--- config.mk ---
export PLATFORM = sky130hd
export DESIGN_NAME = wdog_timer
export DESIGN_NICKNAME = d
export VERILOG_FILES = /design/src/rtl/wdog_pkg.sv /design/src/rtl/wdog_regs.sv /design/src/rtl/wdog_countdown.sv /design/src/rtl/wdog_shaper.sv /design/src/rtl/wdog_timer.sv
export SDC_FILE = /design/constraint.sdc
export NUM_CORES = 1
export LEC_CHECK = 0
export ABC_AREA = 1
export BUFFER_PORTS_ARGS = -buffer_cell sky130_fd_sc_hd__buf_2
export CAP_MARGIN = 20
export CORE_ASPECT_RATIO = 0.5
export CORE_MARGIN = 1
export CORE_UTILIZATION = 55
export CTS_BUF_LIST = sky130_fd_sc_hd__clkbuf_4
export DETAILED_ROUTE_END_ITERATION = 12
export HOLD_SLACK_MARGIN = 0.1
export PLACE_DENSITY = 0.84
export SYNTH_ARGS = -nofsm -noshare
export SYNTH_HDL_FRONTEND = slang
export SYNTH_SLANG_ARGS = --single-unit
--- constraint.sdc ---
create_clock -name clk_i -period 1.55 [get_ports clk_i]
set_input_delay 0 -clock clk_i [delete_from_list [all_inputs] [get_ports clk_i]]
set_output_delay 0 -clock clk_i [all_outputs]
set_load 0.01 [all_outputs]
--- src/rtl/wdog_pkg.sv ---
package wdog_pkg;
  localparam int DW = 8;

  localparam logic [7:0] ADDR_LDEN = 8'h30;
  localparam logic [7:0] ADDR_OEN  = 8'hF0;
  localparam logic [7:0] ADDR_CONF = 8'hF5;
  localparam logic [7:0] ADDR_TIME = 8'hF6;

  localparam int BIT_LDEN  = 0;
  localparam int BIT_OEN   = 7;
  localparam int BIT_FLAG  = 6;
  localparam int BIT_RUN   = 5;
  localparam int BIT_PULSE = 4;
  localparam int BIT_UNIT  = 3;

  typedef struct packed {
    logic       run_en;
    logic       pulse_mode;
    logic       unit_min;
    logic [1:0] width_code;
  } wdog_cfg_t;
endpackage

--- src/rtl/wdog_regs.sv ---
module wdog_regs
  import wdog_pkg::*;
#(
  parameter int CW = 8
) (
  input  logic          clk,
  input  logic          rst_por,
  input  logic          rst_sys,
  input  logic          wr_en,
  input  logic [7:0]    addr,
  input  logic [DW-1:0] wdata,
  input  logic          fire,
  input  logic [CW-1:0] live_cnt,
  output logic [DW-1:0] rdata,
  output wdog_cfg_t     cfg,
  output logic          ld_en,
  output logic          out_en,
  output logic          time_wr
);
  logic flag_q;
  logic conf_wr;
  logic [DW-1:0] rd_mux;

  assign time_wr = wr_en && (addr == ADDR_TIME);
  assign conf_wr = wr_en && (addr == ADDR_CONF);

  always_ff @(posedge clk) begin
    if (rst_por || rst_sys) begin
      cfg    <= '0;
      ld_en  <= 1'b0;
      out_en <= 1'b0;
    end else if (wr_en) begin
      if (addr == ADDR_LDEN) ld_en  <= wdata[BIT_LDEN];
      if (addr == ADDR_OEN)  out_en <= wdata[BIT_OEN];
      if (conf_wr) begin
        cfg.run_en     <= wdata[BIT_RUN];
        cfg.pulse_mode <= wdata[BIT_PULSE];
        cfg.unit_min   <= wdata[BIT_UNIT];
        cfg.width_code <= wdata[1:0];
      end
    end
  end

  // Sticky flag: only power-on reset or write-one clears it
  always_ff @(posedge clk) begin
    if (rst_por)                          flag_q <= 1'b0;
    else if (fire)                        flag_q <= 1'b1;
    else if (conf_wr && wdata[BIT_FLAG])  flag_q <= 1'b0;
  end

  always_comb begin
    rd_mux = '0;
    case (addr)
      ADDR_LDEN: rd_mux[BIT_LDEN] = ld_en;
      ADDR_OEN:  rd_mux[BIT_OEN]  = out_en;
      ADDR_CONF: begin
        rd_mux[BIT_FLAG]  = flag_q;
        rd_mux[BIT_RUN]   = cfg.run_en;
        rd_mux[BIT_PULSE] = cfg.pulse_mode;
        rd_mux[BIT_UNIT]  = cfg.unit_min;
        rd_mux[1:0]       = cfg.width_code;
      end
      ADDR_TIME: rd_mux = DW'(live_cnt);
      default:   rd_mux = '0;
    endcase
  end

  always_ff @(posedge clk) begin
    if (rst_por || rst_sys) rdata <= '0;
    else                    rdata <= rd_mux;
  end

  AST_FLAG_STICKY: assert property (@(posedge clk) disable iff (rst_por)
    flag_q && !(conf_wr && wdata[BIT_FLAG]) |=> flag_q);
  AST_FLAG_SET: assert property (@(posedge clk) disable iff (rst_por)
    fire |=> flag_q);
endmodule

--- src/rtl/wdog_countdown.sv ---
module wdog_countdown #(
  parameter int MS_PER_SEC  = 1000,
  parameter int SEC_PER_MIN = 60,
  parameter int CW          = 8
) (
  input  logic          clk,
  input  logic          rst,
  input  logic          run,
  input  logic          unit_min,
  input  logic          tick,
  input  logic          time_wr,
  input  logic [CW-1:0] time_val,
  output logic [CW-1:0] cnt_o,
  output logic          expired_o,
  output logic          fire_o
);
  localparam int MSW = $clog2(MS_PER_SEC + 1);
  localparam int SMW = $clog2(SEC_PER_MIN + 1);

  logic [MSW-1:0] ms_q;
  logic [SMW-1:0] sec_q;
  logic [CW-1:0]  cnt_q;
  logic           expired_q;
  logic           sec_tick, min_tick, unit_tick;

  assign sec_tick  = tick && (ms_q == MSW'(MS_PER_SEC - 1));
  assign min_tick  = sec_tick && (sec_q == SMW'(SEC_PER_MIN - 1));
  assign unit_tick = unit_min ? min_tick : sec_tick;
  assign fire_o    = run && !time_wr && !expired_q && (cnt_q == '0);
  assign cnt_o     = cnt_q;
  assign expired_o = expired_q;

  always_ff @(posedge clk) begin
    if (rst) begin
      ms_q      <= '0;
      sec_q     <= '0;
      cnt_q     <= '0;
      expired_q <= 1'b0;
    end else if (time_wr) begin
      cnt_q     <= time_val;
      ms_q      <= '0;
      sec_q     <= '0;
      expired_q <= 1'b0;
    end else if (!run) begin
      ms_q      <= '0;
      sec_q     <= '0;
      expired_q <= 1'b0;
    end else if (!expired_q) begin
      if (cnt_q == '0) begin
        expired_q <= 1'b1;
      end else if (tick) begin
        ms_q <= sec_tick ? '0 : ms_q + 1'b1;
        if (sec_tick) sec_q <= min_tick ? '0 : sec_q + 1'b1;
        if (unit_tick) cnt_q <= cnt_q - 1'b1;
      end
    end
  end

  AST_RELOAD: assert property (@(posedge clk) disable iff (rst)
    time_wr |=> (cnt_q == $past(time_val)) && !expired_q);
  AST_HOLD_STOPPED: assert property (@(posedge clk) disable iff (rst)
    !run && !time_wr |=> $stable(cnt_q) && !expired_q);
  AST_ZERO_EXPIRES: assert property (@(posedge clk) disable iff (rst)
    fire_o |=> expired_o);
  AST_STEP_ONE: assert property (@(posedge clk) disable iff (rst)
    !time_wr |=> (cnt_q == $past(cnt_q)) || (cnt_q == $past(cnt_q) - 1'b1));
endmodule

--- src/rtl/wdog_shaper.sv ---
module wdog_shaper #(
  parameter int PW0 = 1,
  parameter int PW1 = 25,
  parameter int PW2 = 125,
  parameter int PW3 = 5000
) (
  input  logic       clk,
  input  logic       rst,
  input  logic       fire,
  input  logic       tick,
  input  logic       pulse_mode,
  input  logic [1:0] width_code,
  input  logic       expired,
  input  logic       out_en,
  output logic       rst_n_o
);
  localparam int PW_MAX01 = (PW0 > PW1) ? PW0 : PW1;
  localparam int PW_MAX23 = (PW2 > PW3) ? PW2 : PW3;
  localparam int PW_MAX   = (PW_MAX01 > PW_MAX23) ? PW_MAX01 : PW_MAX23;
  localparam int PWW      = $clog2(PW_MAX + 1);

  logic [PWW-1:0] pulse_q;
  logic [PWW-1:0] width_sel;
  logic           drive;

  always_comb begin
    case (width_code)
      2'd0:    width_sel = PWW'(PW0);
      2'd1:    width_sel = PWW'(PW1);
      2'd2:    width_sel = PWW'(PW2);
      default: width_sel = PWW'(PW3);
    endcase
  end

  always_ff @(posedge clk) begin
    if (rst)                          pulse_q <= '0;
    else if (fire)                    pulse_q <= width_sel;
    else if (tick && pulse_q != '0)   pulse_q <= pulse_q - 1'b1;
  end

  assign drive = out_en && (pulse_mode ? (pulse_q != '0) : expired);

  always_ff @(posedge clk) begin
    if (rst) rst_n_o <= 1'b1;
    else     rst_n_o <= !drive;
  end

  AST_PIN_QUIET: assert property (@(posedge clk) disable iff (rst)
    !out_en |=> rst_n_o);
  AST_PULSE_LOAD: assert property (@(posedge clk) disable iff (rst)
    fire |=> pulse_q != '0);
  AST_PULSE_DRAIN: assert property (@(posedge clk) disable iff (rst)
    !fire && !tick |=> $stable(pulse_q));
endmodule

--- src/rtl/wdog_timer.sv ---
module wdog_timer
  import wdog_pkg::*;
#(
  parameter int MS_PER_SEC  = 1000,
  parameter int SEC_PER_MIN = 60,
  parameter int PW0         = 1,
  parameter int PW1         = 25,
  parameter int PW2         = 125,
  parameter int PW3         = 5000
) (
  input  logic       clk_i,
  input  logic       rst_por_i,
  input  logic       rst_sys_i,
  input  logic       tick_ms_i,
  input  logic       wr_en_i,
  input  logic [7:0] addr_i,
  input  logic [7:0] wdata_i,
  output logic [7:0] rdata_o,
  output logic       wdt_rst_n_o
);
  localparam int CW = DW;

  wdog_cfg_t     cfg;
  logic          ld_en, out_en, time_wr, fire, expired, rst_any, run;
  logic [CW-1:0] live_cnt;

  assign rst_any = rst_por_i || rst_sys_i;
  assign run     = cfg.run_en && ld_en;

  wdog_regs #(.CW(CW)) regs_i (
    .clk(clk_i), .rst_por(rst_por_i), .rst_sys(rst_sys_i),
    .wr_en(wr_en_i), .addr(addr_i), .wdata(wdata_i),
    .fire(fire), .live_cnt(live_cnt), .rdata(rdata_o),
    .cfg(cfg), .ld_en(ld_en), .out_en(out_en), .time_wr(time_wr)
  );

  wdog_countdown #(.MS_PER_SEC(MS_PER_SEC), .SEC_PER_MIN(SEC_PER_MIN), .CW(CW)) cnt_i (
    .clk(clk_i), .rst(rst_any), .run(run), .unit_min(cfg.unit_min),
    .tick(tick_ms_i), .time_wr(time_wr), .time_val(wdata_i[CW-1:0]),
    .cnt_o(live_cnt), .expired_o(expired), .fire_o(fire)
  );

  wdog_shaper #(.PW0(PW0), .PW1(PW1), .PW2(PW2), .PW3(PW3)) shp_i (
    .clk(clk_i), .rst(rst_any), .fire(fire), .tick(tick_ms_i),
    .pulse_mode(cfg.pulse_mode), .width_code(cfg.width_code),
    .expired(expired), .out_en(out_en), .rst_n_o(wdt_rst_n_o)
  );
endmodule

==> results.md <==
* Power, Total at 3.63 mW
* Max Fanout on Critical Path at 4
* Syn Area/Cell at 6.61 um^2
* CTS H-tree depth at 2
* Internal at 2.23 mW
* Crit. End Element: flop
* Global-route wire length before repair at 15.8 mm
* Async S/R FF share, synth at 0%
* Port bufs at 29
* CTS tree: done
* FF-to-FF path depth at 9
* Multi-input gate area at 2180 um^2
* WP data required at 1.89 ns
* Distinct cells, synth at 36
* Final HPWL DP at 5.79 mm
* DR WL/cell at 17.5 um
* Clock skew at 0.0225 ns
* Share of layout cells above drive strength 1 at 32.0%
* CTS Buf Count at 5
* Largest net degree at the start of global routing at 20
* Dpl ws at -0.0290 ns
* Hold_sp: addr_i[7]
* Final GP Congestion at 0.910
* Via count at 4028
* Worst IR drop on VDD at 0.000861 V
* Pin slew with the least headroom to its limit at 0.469 ns
* FF-to-FF End: cnt_i.cnt_o[5]
* PD cells at 797 nW/um^2
* Maximum clock rate at 587 MHz
* Arrival time worst endpoint at 2.04 ns
* RSZ-0062 raised after global routing: true
* Final worst slack at -0.153 ns
* Switching Power at 1.40 mW
* Outcome: finished with violations
* Setup crit start kind: flop
* Via density at 5.91
* Area Overhead vs Synth at 40.4%
* Crit Path Class: flop to flop
* Hold WC Path Type: input port to flop
* Remaining DRCs at 0
* Root Buffer: clkbuf_4
* LEAKAGE at 2.00 nW
* Design area at 4550 um^2
* Final Cycle Share at 110%
* Crit Reg-Reg Startpoint: cnt_i.cnt_o[0]
* Clk sink count at 55
* Antenna viol nets, final at 0
* Mapped Cells at 490
* Most frequent cells in the layout: nand2_1, nor2_1, buf_4
* EDFF count, synth at 0
* Final core utilization at 81.4%
* Fillers at 305
* Clock share of power at 18.0%
* Vias in the first global route at 3458
* Max-Cap Viols at 0
* Netlist Area Pre-Place at 3240 um^2
* Hold Path End: regs_i.rdata[7]
* Yosys reg bits at 55
* Failing checks: negative setup slack
* Clk Latency, worst-skew pair at 0.44 ns
* Combinational Power Share at 39.5%
* Initial antenna violation count at 2
* Placed Area at 3730 um^2
* R2R setup slack at -0.15 ns
* Commonest non-fill, non-tap cell in the layout: nand2_1
* I/O Pins at 30
* 1st-iter DRT viols at 478
* Drt first pass iters at 8
* Top_reg_cell synth: dfxtp_1
* Number of cell rows at 19
* Slew Limit Headroom at 68.4%
* Hold Violations, Final at 0
* Ys Warns at 0
* Die area at 6220 um^2
* Total grt overflow at 0
* Synth area leaders: dfxtp_1, nand2_1, nor2_1
* Final-report max-slew violation count at 0
* All-Layer GR Usage at 32.0%
* Die height at 56.3 um
* Initial Util at 58.0%
* Synth top area share at 34.0%
* Final Setup Violations at 23
* Period minus WS final at 1.70 ns
* Mapped Nets at 520
* Total Wirelength at 11.9 mm
* Fin nets at 634
* Sw Share at 38.6%
* Clock-pin transition on the worst setup and hold timing paths at 0.16 ns
* Sequential Area at 1120 um^2
* Synth area leader: dfxtp_1
* Die W at 111 um
* Seq/Total Area, Yosys at 34.0%
* Hold Path Stages at 5
* Seq pwr share at 42.5%
* Core outline area at 5590 um^2
* Clk buf depth at 2
-- logic make-up (layout without fill, tap and decap cells) --
logic type                 after synthesis  after routing  share of synthesized area (%)
buffers and inverters                   62            174                           7.53
other                                    0              4                              0
AOI/OAI and AO/OA                       66             66                           11.0
DFF                                     55             55                           34.0
adders and majority gates                9              9                           3.48
xor gates and xnor gates                13             13                           3.51
and+or+nand+nor                        285            287                           40.5
-- worst max path at each step --
stage / startpoint / end / slack [ns]
2_1_floorplan: shp_i.pulse_q[0] / shp_i.pulse_q[10] / 0.06
3_3_place_gp: cnt_i.cnt_o[0] / shp_i.pulse_q[2] / 0.01
3_5_place_dp: cnt_i.cnt_o[0] / cnt_i.sec_q[2] / -0.03
4_1_cts: cnt_i.cnt_o[0] / shp_i.pulse_q[3] / -0.01
5_1_grt: cnt_i.sec_q[1] / cnt_i.cnt_o[3] / -0.16
6_report: cnt_i.cnt_o[0] / cnt_i.cnt_o[5] / -0.15
-- power by group through the flow --
stage / Combinational (mW) / Clock [mW] / Sequential [mW]
after global routing: 1.57 / 0.717 / 1.55
after floorplan: 0.773 / 0 / 1.55
after detailed placement: 1.04 / 0 / 1.56
final: 1.43 / 0.652 / 1.54
after CTS: 1.10 / 0.626 / 1.53
after global placement: 1.04 / 0 / 1.56
-- synthesized netlist by cell type, types with 2 or more instances --
cell      number
a21oi_1       35
buf_2          3
clkbuf_1       2
clkinv_1       2
dfxtp_1       55
ha_1           9
inv_1         51
inv_2          2
nand2_1      136
nand2_2        5
nand2_4        4
nand3_1       34
nand3b_1       6
nand4_1        6
nor2_1        68
nor2_2         8
nor2_4         5
nor3_1         6
nor3_2         2
o21ai_0       15
o21ai_1       10
xnor2_1        4
xor2_1         9
-- sequential cells by signal, summed over array words and instances (netlist names), 5 cells and up --
register       count
shp_i.pulse_q     13
cnt_i.cnt_o        8
regs_i.cfg         5
regs_i.rdata       8
cnt_i.sec_q        6
cnt_i.ms_q        10
-- timing repair --
| item | 4_1_cts | 5_1_grt |
|---|---|---|
| endpoints found under the hold margin | 33 | 0 |
| pin swaps | 4 | 27 |
| endpoints found under the setup margin | 25 | 45 |
| hold buffers | 29 | 0 |
| gates cloned | 1 | 2 |
| resized for setup | 10 | 94 |
| setup buffers | 1 | 18 |
-- area by class of cell --
type,instances,area share (%)
antenna,4,0.220
timing repair buffer,112,19.7
tap,73,2.01
sequential,55,24.5
clock buffer,5,0.825
multi-input combinational,375,47.9
inverter,55,4.65
clock inverter,2,0.193
-- metal layers --
layer	global-route usage (%)	share of wire, %	up-vias
li1	-	-	1803
met3	9.18	10	108
met2	55.2	46	285
met1	36.9	37	1832
met4	16.0	6.6	0
met5	0	0	-
-- per-stage QoR --
step	hold WS, ns	instances	setup TNS, ns
after floorplan	0.0691	490	0
after global placement	0.174	622	0
after detailed placement	0.174	622	-0.123
after CTS	0.101	660	-0.0257
after global routing	0.145	681	-3.02
final	0.130	681	-1.09
-- worst max-delay path, cell delays in order (launching register included) --
cell and delay, ns:
dfxtp_2 0.35, buf_4 0.15, nor2_1 0.22, nand2_1 0.18, o21ai_0 0.28, nand2_1 0.15, nand2_1 0.09, nand2_1 0.06
nand2_1 0.09, a21oi_2 0.05
Note: power is estimated with default switching activity, not from simulation.
